`config.mk`:
```
export PLATFORM = sky130hd
export DESIGN_NAME = bcd_addsub
export DESIGN_NICKNAME = d
export VERILOG_FILES = /design/src/rtl/bcd_calc_pkg.sv /design/src/rtl/bcd_digit_slice.sv /design/src/rtl/bcd_ripple_adder.sv /design/src/rtl/bcd_nines_comp.sv /design/src/rtl/bcd_addsub.sv
export SDC_FILE = /design/constraint.sdc
export NUM_CORES = 1
export LEC_CHECK = 0
export BUFFER_PORTS_ARGS = -buffer_cell sky130_fd_sc_hd__buf_2
export CAP_MARGIN = 20
export CORE_UTILIZATION = 30
export DETAILED_ROUTE_END_ITERATION = 10
export PLACE_DENSITY_LB_ADDON = 0.1
export SYNTH_ARGS = -nofsm -noshare
export SYNTH_HDL_FRONTEND = slang
export SYNTH_SLANG_ARGS = --single-unit
export TNS_END_PERCENT = 10
```
`constraint.sdc`:
```
create_clock -name vclk -period 14
set_input_delay 0.7 -clock vclk [all_inputs]
set_output_delay 0.7 -clock vclk [all_outputs]
set_load 0.01 [all_outputs]
```
`src/rtl/bcd_calc_pkg.sv`:
```
package bcd_calc_pkg;

  typedef struct packed {
    logic       carry;
    logic [3:0] digit;
  } slice_res_t;

  // 9 - d, formed as inverted digit plus ten, overflow dropped
  function automatic logic [3:0] nine_comp(input logic [3:0] d);
    return (~d) + 4'b1010;
  endfunction

  // binary add of one digit pair, then decimal correction
  function automatic slice_res_t dec_add(input logic [3:0] a,
                                         input logic [3:0] b,
                                         input logic       ci);
    logic [4:0] bin;
    logic       fix;
    slice_res_t r;
    bin     = {1'b0, a} + {1'b0, b} + {4'b0000, ci};
    fix     = bin[4] | (bin[3] & bin[2]) | (bin[3] & bin[1]);
    r.digit = bin[3:0] + (fix ? 4'b0110 : 4'b0000);
    r.carry = fix;
    return r;
  endfunction

  function automatic logic digit_bad(input logic [3:0] d);
    return d[3] & (d[2] | d[1]);
  endfunction

endpackage

```
`src/rtl/bcd_digit_slice.sv`:
```
module bcd_digit_slice
  import bcd_calc_pkg::*;
(
  input  logic [3:0] a_dig,
  input  logic [3:0] b_dig,
  input  logic       c_in,
  output logic [3:0] s_dig,
  output logic       c_out
);
  slice_res_t res;

  always_comb begin
    res   = dec_add(a_dig, b_dig, c_in);
    s_dig = res.digit;
    c_out = res.carry;
  end
endmodule

```
`src/rtl/bcd_ripple_adder.sv`:
```
module bcd_ripple_adder #(
  parameter int DIGITS = 4,
  localparam int W = 4 * DIGITS
) (
  input  logic [W-1:0] x,
  input  logic [W-1:0] y,
  input  logic         cin,
  output logic [W-1:0] sum,
  output logic         cout
);
  logic [DIGITS:0] chain;

  assign chain[0] = cin;

  for (genvar g = 0; g < DIGITS; g++) begin : g_slice
    bcd_digit_slice u_slice (
      .a_dig (x[4*g +: 4]),
      .b_dig (y[4*g +: 4]),
      .c_in  (chain[g]),
      .s_dig (sum[4*g +: 4]),
      .c_out (chain[g+1])
    );
  end

  assign cout = chain[DIGITS];
endmodule

```
`src/rtl/bcd_nines_comp.sv`:
```
module bcd_nines_comp
  import bcd_calc_pkg::*;
#(
  parameter int DIGITS = 4,
  localparam int W = 4 * DIGITS
) (
  input  logic [W-1:0] din,
  output logic [W-1:0] dout
);
  for (genvar g = 0; g < DIGITS; g++) begin : g_dig
    assign dout[4*g +: 4] = nine_comp(din[4*g +: 4]);
  end
endmodule

```
`src/rtl/bcd_addsub.sv`:
```
module bcd_addsub
  import bcd_calc_pkg::*;
#(
  parameter int DIGITS = 4,
  localparam int W = 4 * DIGITS
) (
  input  logic [W-1:0] op_a,
  input  logic [W-1:0] op_b,
  input  logic         sub_mode,
  output logic [W-1:0] result,
  output logic         carry_out,
  output logic         negative,
  output logic         input_invalid
);
  logic [W-1:0] b_comp;
  logic [W-1:0] addend;
  logic [W-1:0] raw_sum;
  logic [W-1:0] adj_sum;
  logic [W-1:0] neg_form;
  logic         msd_carry;
  logic         end_around;
  logic         wrap_carry;
  logic         recomplement;
  logic [W-1:0] magnitude;

  // subtrahend in nine's complement form
  bcd_nines_comp #(.DIGITS(DIGITS)) u_bcomp (.din(op_b), .dout(b_comp));

  assign addend = sub_mode ? b_comp : op_b;

  // first pass: A + B or A + comp(B)
  bcd_ripple_adder #(.DIGITS(DIGITS)) u_pass1 (
    .x(op_a), .y(addend), .cin(1'b0), .sum(raw_sum), .cout(msd_carry)
  );

  assign end_around   = sub_mode & msd_carry;
  assign recomplement = sub_mode & ~msd_carry;

  // second pass: fold the end-around carry into digit 0
  bcd_ripple_adder #(.DIGITS(DIGITS)) u_pass2 (
    .x(raw_sum), .y({W{1'b0}}), .cin(end_around), .sum(adj_sum), .cout(wrap_carry)
  );

  // negative difference: complement again to get the magnitude
  bcd_nines_comp #(.DIGITS(DIGITS)) u_rcomp (.din(raw_sum), .dout(neg_form));

  always_comb begin
    if (recomplement)    magnitude = neg_form;
    else if (end_around) magnitude = adj_sum;
    else                 magnitude = raw_sum;
  end

  always_comb begin
    input_invalid = 1'b0;
    for (int i = 0; i < DIGITS; i++) begin
      input_invalid = input_invalid | digit_bad(op_a[4*i +: 4])
                                    | digit_bad(op_b[4*i +: 4]);
    end
  end

  assign result    = magnitude;
  assign carry_out = ~sub_mode & msd_carry;
  assign negative  = recomplement & (|magnitude);
endmodule

```
==> flow_summary.ini <==
[worst_hold_path]
hold_path.class = in2out
hp-start = op_a[0]

[die]
die_w_um = 89.1
coreArea_sq_um = 7290
dieArea_sq_um = 7930
ios = 52
die_h_um = 89.1
initial_core_util_pct = 31.2
rows = 31

[worst_setup_path]
path_common_cell = inv_1
slowest_delay_ps = 560
path_max_fanout = 9
cp.arrival_ps = 12480
worstSetupPathType = in2out
crit_path_start_kind = input port
endpoint_kind = output port
worst_setup_path_startpoint = op_b[1]
required_ps = 13300
cpMaxStageDelayCell = or4_1

[grt]
grt_max_degree = 44
grt_first_pass_wirelength_um = 10400
grt_pass1_vias = 2169
grtUsageTotal_pct = 16.5
antenna_found_initial = 1
grt_overflow = 0

[logic_synthesis]
synth_top_area_share_pct = 24.2
synth.avg_cell_area_sq_um = 7.84
synth_area_leaders = ha_1 24%, fa_1 13%, inv_1 6.6%, xor2_1 5.4%, o21ai_0 4.6%
synth_cell_types = 51
syn_area_sq_um = 2270
yosysSeqAreaShare_pct = 0
yosysWarnings = 0
syn_inst = 290
yosys.area.top_type = ha_1
synth_nets = 382

[final_layout]
nFillCells = 817
multiInputGateArea_sq_um = 2120
instances_no_fill = 445
layout.nets = 439
final_cell_mix = 52 x buf_2, 42 x ha_1, 40 x inv_1
areaGrowthSynthToFinish_pct = 20.8
layout.area.seq_sq_um = 0
drive_gt1_share_pct = 23.5
nFlopsAndLatches = 0
clkbuf_count = 0
design_area_sq_um = 2750
final_common_cell = buf_2

[placement]
gp_congestion = 0.809
dpl-instance-area_sq_um = 2710
dp_cells = 443
io_buffers = 52
dp_hpwl_um = 5240

[power]
vdd_drop_max_v = 0.000113
powerDensity_nw_per_um2 = 257
power_leakage_nw = 1.39

[detailed_routing]
viasPerCell = 4.93
drt_wl_total_um = 6090
ant_nets = 0
drt_first_pass_iters = 4
vias = 2195
drc = 0
wl_per_cell_um = 13.7
drt_iter0_drc = 73

[run_status]
status = completed

[sta]
setup_viol_count_final = 0
slew_headroom_pct = 69.3
clock.fmax_mhz = 75.9
worst_pin_slew_ps = 454
fin_crit_sh_pct = 94.1
fin_crit_ps = 13180
drv_slew = 0
finalSetupTns_ps = 0
final_hold_viol_count = 0

[clock_network]
postCtsHoldBufs = 0

[flow_run]
drv_cap = 0
## metal layers
layer	vias to the layer above	GRT usage [%]	routed length, um
met1	1006	22.3	2870
li1	1149	-	-
met4	0	0	0
met2	40	30.7	2990
met3	0	0.923	231
met5	-	0	0
## per-stage QoR
stage	utilization [%]	setup WS, ps	hold WS [ps]	power (mW)
2_1_floorplan	-	7.45	1490	0.491
3_3_place_gp	37.1	63.7	1770	0.698
4_1_cts	37.2	125	1770	0.699
5_1_grt	37.6	-5.19	1780	0.823
3_5_place_dp	37.1	11.8	1770	0.690
6_report	37.7	823	1770	0.706
## cells by family (layout without fill, tap and decap cells)
family          after synthesis  after routing  synth area share (%)
compound gates               87             87                  27.0
xor+xnor                     26             26                  12.9
buf+inv                      50            105                  8.36
other cells                   0              1                     0
simple gates                 67             67                  13.9
fa+ha+maj                    59             59                  37.4
mux                           1              1                 0.495
## worst paths after layout
kind	depth (start not counted)	slack, ps	endpoint
worst max-delay path	60	820	negative
worst min-delay path	3	1770	result[0]
## Yosys cell counts (all sizes together)
cell,instances
a211oi,2
a21boi,1
a21o,7
a21oi,18
a221o,1
a221oi,1
a22oi,1
a31oi,3
and2,4
and3,3
buf,4
clkbuf,5
fa,15
ha,44
inv,41
mux2,1
nand2,24
nand2b,3
nand3,4
nand4,2
nand4b,1
nor2,17
nor2b,1
nor3,1
nor4,2
o2111ai,7
o211a,1
o211ai,8
o21a,1
o21ai,23
o21ba,1
o221a,1
o221ai,3
o22ai,3
o311a,1
o311ai,3
o31a,1
or2,2
or4,3
xnor2,8
xnor3,2
xor2,14
xor3,2
## cell type report
cell class,count,share of cell area (%)
diodes,1,0.0911
inverters,41,5.60
well taps,99,4.51
multi-input cells,240,77.0
repair buffers,64,12.8
## what timing repair did
item / 4_1_cts / 5_1_grt
setup endpoints to repair: 1 / 2
resized for setup: 1 / 10
endpoints found under the hold margin: 0 / 0
buffers inserted: 0 / 1
pin swaps: 0 / 2
## power by group
group / internal, mW / switching (mW)
Clock: 0.00000000955 / 0
Sequential: 0 / 0
Combinational: 0.313 / 0.392
## worst max-delay path: cells and delay by family
| family | cells | cell delay (ps) |
|---|---|---|
| buffers and inverters | 11 | 900 |
| xor gates and xnor gates | 3 | 550 |
| and+or+nand+nor | 8 | 1420 |
| adders and majority gates | 17 | 5110 |
| AOI/OAI and AO/OA | 21 | 3780 |
Note: power is estimated with default switching activity, not from simulation.
